==> src/rtl/xlat_ctrl_regs.sv <==
module xlat_ctrl_regs #(
  parameter int          RST_CYCLES  = 4,
  parameter logic [3:0]  REV_MAJOR   = 4'd1,
  parameter logic [3:0]  REV_MINOR   = 4'd1,
  parameter int          ALIGN_BITS  = 14,
  parameter logic [4:0]  IRQ_EN_INIT = 5'h1E
) (
  input  logic        clk,
  input  logic        rst_n,
  input  logic        bus_sel,
  input  logic        bus_we,
  input  logic [2:0]  bus_addr,
  input  logic [31:0] bus_wdata,
  output logic [31:0] bus_rdata,
  input  logic [4:0]  fault_evt,
  input  logic [31:0] fault_addr,
  output logic        irq,
  output logic        mmu_en,
  output logic        walk_en,
  output logic        emu_en,
  output logic [1:0]  idle_mode,
  output logic        auto_idle,
  output logic [31:0] table_base
);

  localparam int          CNT_W      = $clog2(RST_CYCLES + 1);
  localparam logic [31:0] ALIGN_MASK = (32'd1 << ALIGN_BITS) - 32'd1;
  localparam logic [2:0]  A_REV = 3'd0, A_CFG = 3'd1, A_STS = 3'd2, A_ISTAT = 3'd3,
                          A_IEN = 3'd4, A_CTRL = 3'd5, A_TBASE = 3'd6, A_FADDR = 3'd7;

  logic             rst_busy;
  logic [CNT_W-1:0] rst_cnt;
  logic [4:0]       irq_stat, irq_en;
  logic [2:0]       ctrl_q;
  logic [31:0]      fault_q;
  logic             wr, srst_req;

  assign wr       = bus_sel & bus_we & ~rst_busy;
  assign srst_req = wr && (bus_addr == A_CFG) && bus_wdata[1];

  always_ff @(posedge clk or negedge rst_n) begin
    if (!rst_n) begin
      rst_busy   <= 1'b0;
      rst_cnt    <= '0;
      idle_mode  <= 2'd0;
      auto_idle  <= 1'b0;
      irq_stat   <= '0;
      irq_en     <= IRQ_EN_INIT;
      ctrl_q     <= '0;
      table_base <= '0;
      fault_q    <= '0;
    end else if (srst_req) begin
      rst_busy   <= 1'b1;
      rst_cnt    <= CNT_W'(RST_CYCLES);
      idle_mode  <= 2'd0;
      auto_idle  <= 1'b0;
      irq_stat   <= '0;
      irq_en     <= IRQ_EN_INIT;
      ctrl_q     <= '0;
      table_base <= '0;
      fault_q    <= '0;
    end else if (rst_busy) begin
      if (rst_cnt <= CNT_W'(1)) rst_busy <= 1'b0;
      rst_cnt <= rst_cnt - 1'b1;
    end else begin
      if (wr) begin
        case (bus_addr)
          A_CFG: begin
            idle_mode <= bus_wdata[4:3];
            auto_idle <= bus_wdata[0];
          end
          A_IEN:   irq_en     <= bus_wdata[4:0];
          A_CTRL:  ctrl_q     <= bus_wdata[3:1];
          A_TBASE: table_base <= bus_wdata & ~ALIGN_MASK;
          default: ;
        endcase
      end
      irq_stat <= (irq_stat & ~((wr && bus_addr == A_ISTAT) ? bus_wdata[4:0] : 5'd0))
                  | fault_evt;
      if (|fault_evt) fault_q <= fault_addr;
    end
  end

  always_comb begin
    case (bus_addr)
      A_REV:   bus_rdata = {24'd0, REV_MAJOR, REV_MINOR};
      A_CFG:   bus_rdata = {27'd0, idle_mode, 2'b00, auto_idle};
      A_STS:   bus_rdata = {31'd0, ~rst_busy};
      A_ISTAT: bus_rdata = {27'd0, irq_stat};
      A_IEN:   bus_rdata = {27'd0, irq_en};
      A_CTRL:  bus_rdata = {28'd0, ctrl_q, 1'b0};
      A_TBASE: bus_rdata = table_base;
      A_FADDR: bus_rdata = fault_q;
      default: bus_rdata = '0;
    endcase
  end

  assign irq     = |(irq_stat & irq_en);
  assign mmu_en  = ctrl_q[0];
  assign walk_en = ctrl_q[1];
  assign emu_en  = ctrl_q[2];

endmodule


==> config.mk <==
export PLATFORM = sky130hd
export DESIGN_NAME = xlat_ctrl_regs
export DESIGN_NICKNAME = d
export VERILOG_FILES = /design/src/rtl/xlat_ctrl_regs.sv
export SDC_FILE = /design/constraint.sdc
export NUM_CORES = 1
export LEC_CHECK = 0
export ABC_AREA = 1
export BUFFER_PORTS_ARGS = -buffer_cell sky130_fd_sc_hd__buf_2
export CORE_MARGIN = 2
export CORE_UTILIZATION = 45
export DETAILED_ROUTE_END_ITERATION = 16
export PLACE_DENSITY_LB_ADDON = 0.3
export SYNTH_ARGS = -nofsm -noshare
export SYNTH_HDL_FRONTEND = slang
export SYNTH_SLANG_ARGS = --single-unit
==> constraint.sdc <==
create_clock -name clk -period 1.28 [get_ports clk]
set_input_delay 0.256 -clock clk [delete_from_list [all_inputs] [get_ports clk]]
set_output_delay 0.256 -clock clk [all_outputs]
set_load 0.01 [all_outputs]
==> out/results.ini, run 1 <==
[run_status]
outcome=complete, but fails checks
violations=setup timing

[worst_setup_path]
critPathSlowestCell=dfrtp_1
critPathLaunchType=flip-flop
slowest_delay_ns=0.40
worstPathMaxFanout=2
worstSetupEndpointType=primary output
reg2reg_depth=8
crit_required_ns=1.02
path_cells=nand2_2, nand2_2, a221oi_2, nand2_1, buf_2
crit_arrival_ns=1.33
rrSetupSlack_ns=-0.27
path_class=reg -> out
cp_common_cell=nand2_2
reg2reg_from=rst_busy
timing.rr.end=fault_q[11]

[worst_hold_path]
hold-path-endpoint=table_base[28]
hp-start=bus_wdata[28]
worstHoldPathCells=3
hold_class=in -> reg

[cells_and_area]
fillers=495
fin_util_pct=79.2
final_common_cell=buf_2
num_antenna_cells=0
regArea_um2=1760
multi_input_comb_area_um2=2220
drive_gt1_share_pct=55.8
area_growth_pct=70.1
nets=762
final_cell_mix=106 x buf_2, 87 x nand2_1, 63 x dfrtp_1

[synth]
synth_top_area_share_pct=43.2
synth_top_area_cell=dfrtp_1
synth_edf_count=0
syn_area_per_cell_um2=7.91
yosys-top-cells-area=dfrtp_1 43%, nand2_1 16%, nand4_1 5.7%
synth_cell_type_count=32
synthArstFlopShare_pct=100
yosysWarnings=0
netlist_instances=484
synthFlopType=dfrtp_1
syn_area_um2=3830
synth_seq_cells=70
ys_seq_area_share_pct=45.9

[grt]
grt_max_degree=37
grt_pass1_vias=4191
grtUsageTotal_pct=28.2
grt_antenna_before_repair=0
grt_pass1_wl_mm=19.8
gr-total-overflow=0

[route]
drc=0
drtIter0Drc=166
vias=4251
viasPerCell=5.35
postRouteAntennaNets=0
wl_mm=14.0
wire_per_inst_um=17.6
firstDrtPassIters=4

[pwr]
ir_drop_uv=713
leakagePower_nw=3.51
p_per_area_nw_per_um2=1220

[timing]
min_period_ns=1.59
skew_ns=0.0172
setup_tns_ns=-13.36
finalSetupViolations=94
layout_setup_ws_ns=-0.310
rsz0062_at_grt=true
finalCritPeriodShare_pct=124
hold_violations=0
timing.fmax_ghz=0.629
drv_slew=0

[clock_network]
clock-sinks=70
root_buffer=clkbuf_8
h-tree-depth=3
cts_tree=done
clk-insertion-delay-late_ns=0.36
clock_path_buffers=2
cts_made_buffers=9
clkTransAtPathRegs_ns=0.08

[floorplanning]
placementRows=33
die-area_um2=9260
die_x_um=96.2
initial_core_util_pct=46.6
io_pins=147
dieHeight_um=96.2
core_um2=8220

[run]
drv_cap=0

[placed_design]
dpl.hpwl_mm=7.58
gp_congestion=0.875
port_buffers=123

[through the flow]
stage	cells	hold WS, ns	power, mW	area (µm²)	setup slack [ns]
2_1_floorplan	497	-0.0396	4.01	3880	-0.00287
6_report	795	0.143	7.96	6510	-0.310
3_3_place_gp	727	0.205	4.74	4780	-0.155
5_1_grt	795	0.148	8.34	6510	-0.382
4_1_cts	785	0.134	7.22	5920	-0.277
3_5_place_dp	727	0.203	4.81	4780	-0.182
[state kept, by name, indices dropped and copies added (netlist names)]
register	count
table_base	18
rst_busy	1
irq_en	5
irq_stat	5
idle_mode	2
auto_idle	1
rst_cnt	3
fault_q	32
ctrl_q	3
[synth_stat cells (2+ instances only)]
cell and n:
nand2_1 159, o21ai_2 10, dfstp_2 4, clkbuf_1 5, nand3_1 14, o21ai_1 2, o21ai_0 31, nand2_2 2
a21oi_1 2, nand4_1 35, inv_2 2, buf_2 8, nor3_1 18, inv_1 46, o211ai_1 3, nor2_4 6
nand3_4 2, buf_6 11, buf_4 16, nor2_1 31, dfrtp_1 66
[logic make-up (layout without fill, tap and decap cells)]
logic type / Yosys count / count (layout) / synth area share (%)
and+or+nand+nor: 269 / 269 / 32.0
buffers and inverters: 90 / 283 / 13.1
DFF: 70 / 70 / 45.9
AOI/OAI and AO/OA: 52 / 52 / 8.31
adders and majority gates: 1 / 1 / 0.327
other: 1 / 14 / 0.0980
xor gates and xnor gates: 1 / 1 / 0.229
[repair_timing]
action	in CTS	in global routing
pin swaps	44	25
gates cloned	10	2
resized for setup	157	129
hold buffers	1	0
endpoints found under the setup margin	89	118
hold endpoints to repair	13	0
setup buffers	31	12
[power breakdown]
part	internal, mW	switching [mW]
clock	0.947	0.922
sequential	2.68	0.408
combinational	1.55	1.45
total	5.18	2.78
[worst max-delay path: cells and delay by family, from the launching register on]
family | cells | cell delay [ns]
DFF | 1 | 0.40
buffers and inverters | 1 | 0.14
AOI/OAI and AO/OA | 1 | 0.19
and+or+nand+nor | 3 | 0.24
[routing by layer]
layer / track usage, % / vias to the layer above / routed length [µm]
met5: 0 / - / 0
met4: 10.4 / 0 / 453
met3: 4.78 / 45 / 897
met2: 50.9 / 187 / 7370
met1: 33.4 / 2079 / 5260
li1: - / 1940 / -
[layout make-up]
type                    count  area share (%)
clock buffers              10            2.11
multi-input cells         337            34.2
inverters                  49            3.33
clock inverters             6           0.942
flip-flops and latches     70            27.0
well taps                 105            2.02
repair buffers            218            30.4
[worst max-delay path by stage]
stage | from | end | slack, ns | cells after the start
detailed placement | bus_addr[0] | bus_rdata[13] | -0.18 | 6
global placement | bus_addr[2] | bus_rdata[11] | -0.15 | 6
floorplan | bus_addr[2] | bus_rdata[10] | -0.003 | 5
global route | irq_stat[1] | irq | -0.38 | 5
CTS | irq_en[0] | irq | -0.28 | 5
finish | irq_stat[1] | irq | -0.31 | 5
(Power assumes the default switching activity.)
==> inputs of run 2 (changes only) <==
BUFFER_PORTS_ARGS = -buffer_cell sky130_fd_sc_hd__buf_4   (was -buffer_cell sky130_fd_sc_hd__buf_2)
CORE_ASPECT_RATIO = 1.25   (was unset)
==> run 2 against run 1 <==
Against the previous run: the run still ends with setup timing left; utilization up 6.5 points; highest routed layer unchanged; critical path depth fell by 2; maximum frequency decreased by 5.0%; total power grew 8.6%; clock-buffer cell count rose by 1; routed wire length is 23% higher; flip-flop and latch count stayed put; via count increased by 11%; clock skew is 0.0021 ns lower; global-route usage is 1.5 points higher.
==> out/results.ini, run 2 (synthesis results as in run 1) <==
[worst_hold_path]
hp-start=bus_wdata[14]  ; was bus_wdata[28]
worstHoldPathCells=3  ; unchanged
hold_class=in -> reg  ; unchanged
hold-path-endpoint=table_base[14]  ; was table_base[28]

[timing]
finalSetupViolations=105  ; was 94
timing.fmax_ghz=0.598  ; was 0.629 GHz
finalCritPeriodShare_pct=131  ; was 124%
rsz0062_at_grt=true  ; unchanged
hold_violations=0  ; unchanged
min_period_ns=1.67  ; was 1.59 ns
setup_tns_ns=-21.01  ; was -13.36 ns
hold_ws_ns=0.155  ; was 0.143 ns
layout_setup_ws_ns=-0.393  ; was -0.310 ns
skew_ns=0.0151  ; was 0.0172 ns
drv_slew=0  ; unchanged

[grt]
use_met2_pct=52.7  ; was 50.9%
grtUsageTotal_pct=29.7  ; was 28.2%
busiest_layer=met2  ; unchanged
grt_antenna_before_repair=0  ; unchanged
grt_max_degree=27  ; was 37
grt_pass1_vias=4367  ; was 4191
gr-total-overflow=0  ; unchanged
grt_use_met1_pct=35.8  ; was 33.4%
grt_util_met3_pct=3.46  ; was 4.78%
grt_pass1_wl_mm=21.3  ; was 19.8 mm

[placed_design]
gp_congestion=0.844  ; was 0.875
dp.cells=726  ; was 727
port_buffers=123  ; unchanged
dpl.hpwl_mm=8.06  ; was 7.58 mm
dpl_cell_area_um2=5070  ; was 4780 µm²

[worst_setup_path]
reg2reg_from=rst_busy  ; unchanged
crit_required_ns=1.02  ; about the same
crit_arrival_ns=1.42  ; was 1.33 ns
worstPathMaxFanout=2  ; unchanged
rrSetupSlack_ns=-0.36  ; was -0.27 ns
timing.rr.end=fault_q[28]  ; was fault_q[11]
reg2reg_depth=8  ; unchanged
path_class=reg -> out  ; unchanged
worstSetupEndpointType=primary output  ; unchanged
critPathLaunchType=flip-flop  ; unchanged

[run]
drv_cap=0  ; unchanged

[clock_network]
clkTransAtPathRegs_ns=0.09  ; was 0.08 ns
clock_path_buffers=2  ; unchanged
root_buffer=clkbuf_8  ; unchanged
clk-insertion-delay-late_ns=0.34  ; was 0.36 ns
clock-sinks=70  ; unchanged
cts_tree=done  ; unchanged
h-tree-depth=3  ; unchanged
cts_made_buffers=9  ; unchanged

[floorplanning]
dieHeight_um=107  ; was 96.2 µm
die-area_um2=9260  ; about the same
initial_core_util_pct=46.4  ; was 46.6%
placementRows=37  ; was 33
io_pins=147  ; unchanged
die_x_um=86.5  ; was 96.2 µm
core_um2=8240  ; was 8220 µm²

[route]
firstDrtPassIters=8  ; was 4
drc=0  ; unchanged
vias=4713  ; was 4251
postRouteAntennaNets=0  ; unchanged
wire_per_inst_um=21.2  ; was 17.6 µm
wl_mm=17.2  ; was 14.0 mm
drtIter0Drc=360  ; was 166
viasPerCell=5.82  ; was 5.35

[cells_and_area]
fin_util_pct=85.7  ; was 79.2%
area_growth_pct=84.5  ; was 70.1%
regArea_um2=1760  ; unchanged
final_cell_mix=158 x buf_4, 79 x nand2_1, 63 x dfrtp_1  ; was 106 x buf_2, 87 x nand2_1, 63 x dfrtp_1
top_regs=fault_q x32, table_base x18  ; unchanged
largest_reg_flops=32  ; unchanged
nets=785  ; was 762
fillers=366  ; was 495
final_cells=810  ; was 795
drive_gt1_share_pct=60.2  ; was 55.8%
final_cell_area_um2=7060  ; was 6510 µm²
final_common_cell=buf_4  ; was buf_2
multi_input_comb_area_um2=2300  ; was 2220 µm²
regMostFlops=fault_q  ; unchanged
num_antenna_cells=0  ; unchanged

[pwr]
p_int_mw=5.60  ; was 5.18 mW
leakagePower_nw=3.71  ; was 3.51 nW
swShare_pct=35.2  ; was 34.9%
p_per_area_nw_per_um2=1220  ; about the same
power_switching_mw=3.05  ; was 2.78 mW
p_clk_share_pct=24.0  ; was 23.5%
ir_drop_uv=895  ; was 713 µV
p_seq_share_pct=36.5  ; was 38.8%
comb_power_share_pct=39.5  ; was 37.7%

[run_status]
violations=setup timing  ; unchanged
outcome=complete, but fails checks  ; unchanged

run 2: cell types whose count changed in the layout (fill, tap and decap cells not counted), moves of 8 or more:
| cell | change |
|---|---|
| nor2_4 | +9 |
| buf_2 | -106 |
| buf_4 | +114 |
| nor2_1 | -9 |
| nand2_1 | -8 |
| buf_6 | +17 |
run 2: worst max-delay path by stage:
stage / from / endpoint / slack, ns / cells past startpoint
floorplan: bus_addr[2] / bus_rdata[10] / -0.003 / 5
global route: irq_en[0] / irq / -0.45 / 5
detailed placement: bus_addr[0] / bus_rdata[11] / -0.26 / 6
finish: idle_mode[1] / bus_rdata[4] / -0.39 / 3
global placement: bus_addr[0] / bus_rdata[12] / -0.21 / 6
CTS: idle_mode[1] / bus_rdata[4] / -0.26 / 3
run 2: what timing repair did:
| item | CTS | global route |
|---|---|---|
| setup buffers | 31 | 29 |
| hold endpoints to repair | 16 | 0 |
| endpoints found under the setup margin | 95 | 115 |
| pin swaps | 29 | 34 |
| gates cloned | 12 | 2 |
| gates resized for setup | 168 | 163 |
| hold buffers | 1 | 0 |
run 2: cell type report:
cell class / instances / share of cell area, %
repair buffers: 240 / 34.4
multi-input cells: 337 / 32.6
flip-flops and latches: 70 / 24.9
inverters: 49 / 2.99
clock buffers: 11 / 2.00
well taps: 97 / 1.72
clock inverters: 5 / 1.15
repair inverters: 1 / 0.230
run 2: per-stage QoR:
stage / power, mW / worst slack, ns
after floorplan: 4.01 / -0.00287
after global placement: 4.93 / -0.212
after detailed placement: 4.98 / -0.258
after CTS: 7.60 / -0.261
after global routing: 8.97 / -0.452
final: 8.65 / -0.393
run 2: metal layers:
layer	vias to the layer above	share of wire [%]
met5	-	0
met4	0	5.7
met3	89	7.4
met2	327	52
met1	2299	35
li1	1998	-
run 2: critical path, stage by stage (launching register included):
cell and delay, ns:
dfrtp_1 0.38, o211ai_1 0.28, nand4_1 0.22, buf_4 0.20
run 2: power groups by stage:
stage | clock [mW] | combinational (mW) | sequential (mW)
floorplan | 0 | 0.940 | 3.07
finish | 2.08 | 3.42 | 3.16
global route | 2.18 | 3.62 | 3.18
global placement | 0 | 1.88 | 3.04
CTS | 2.03 | 2.56 | 3.01
detailed placement | 0 | 1.92 | 3.06
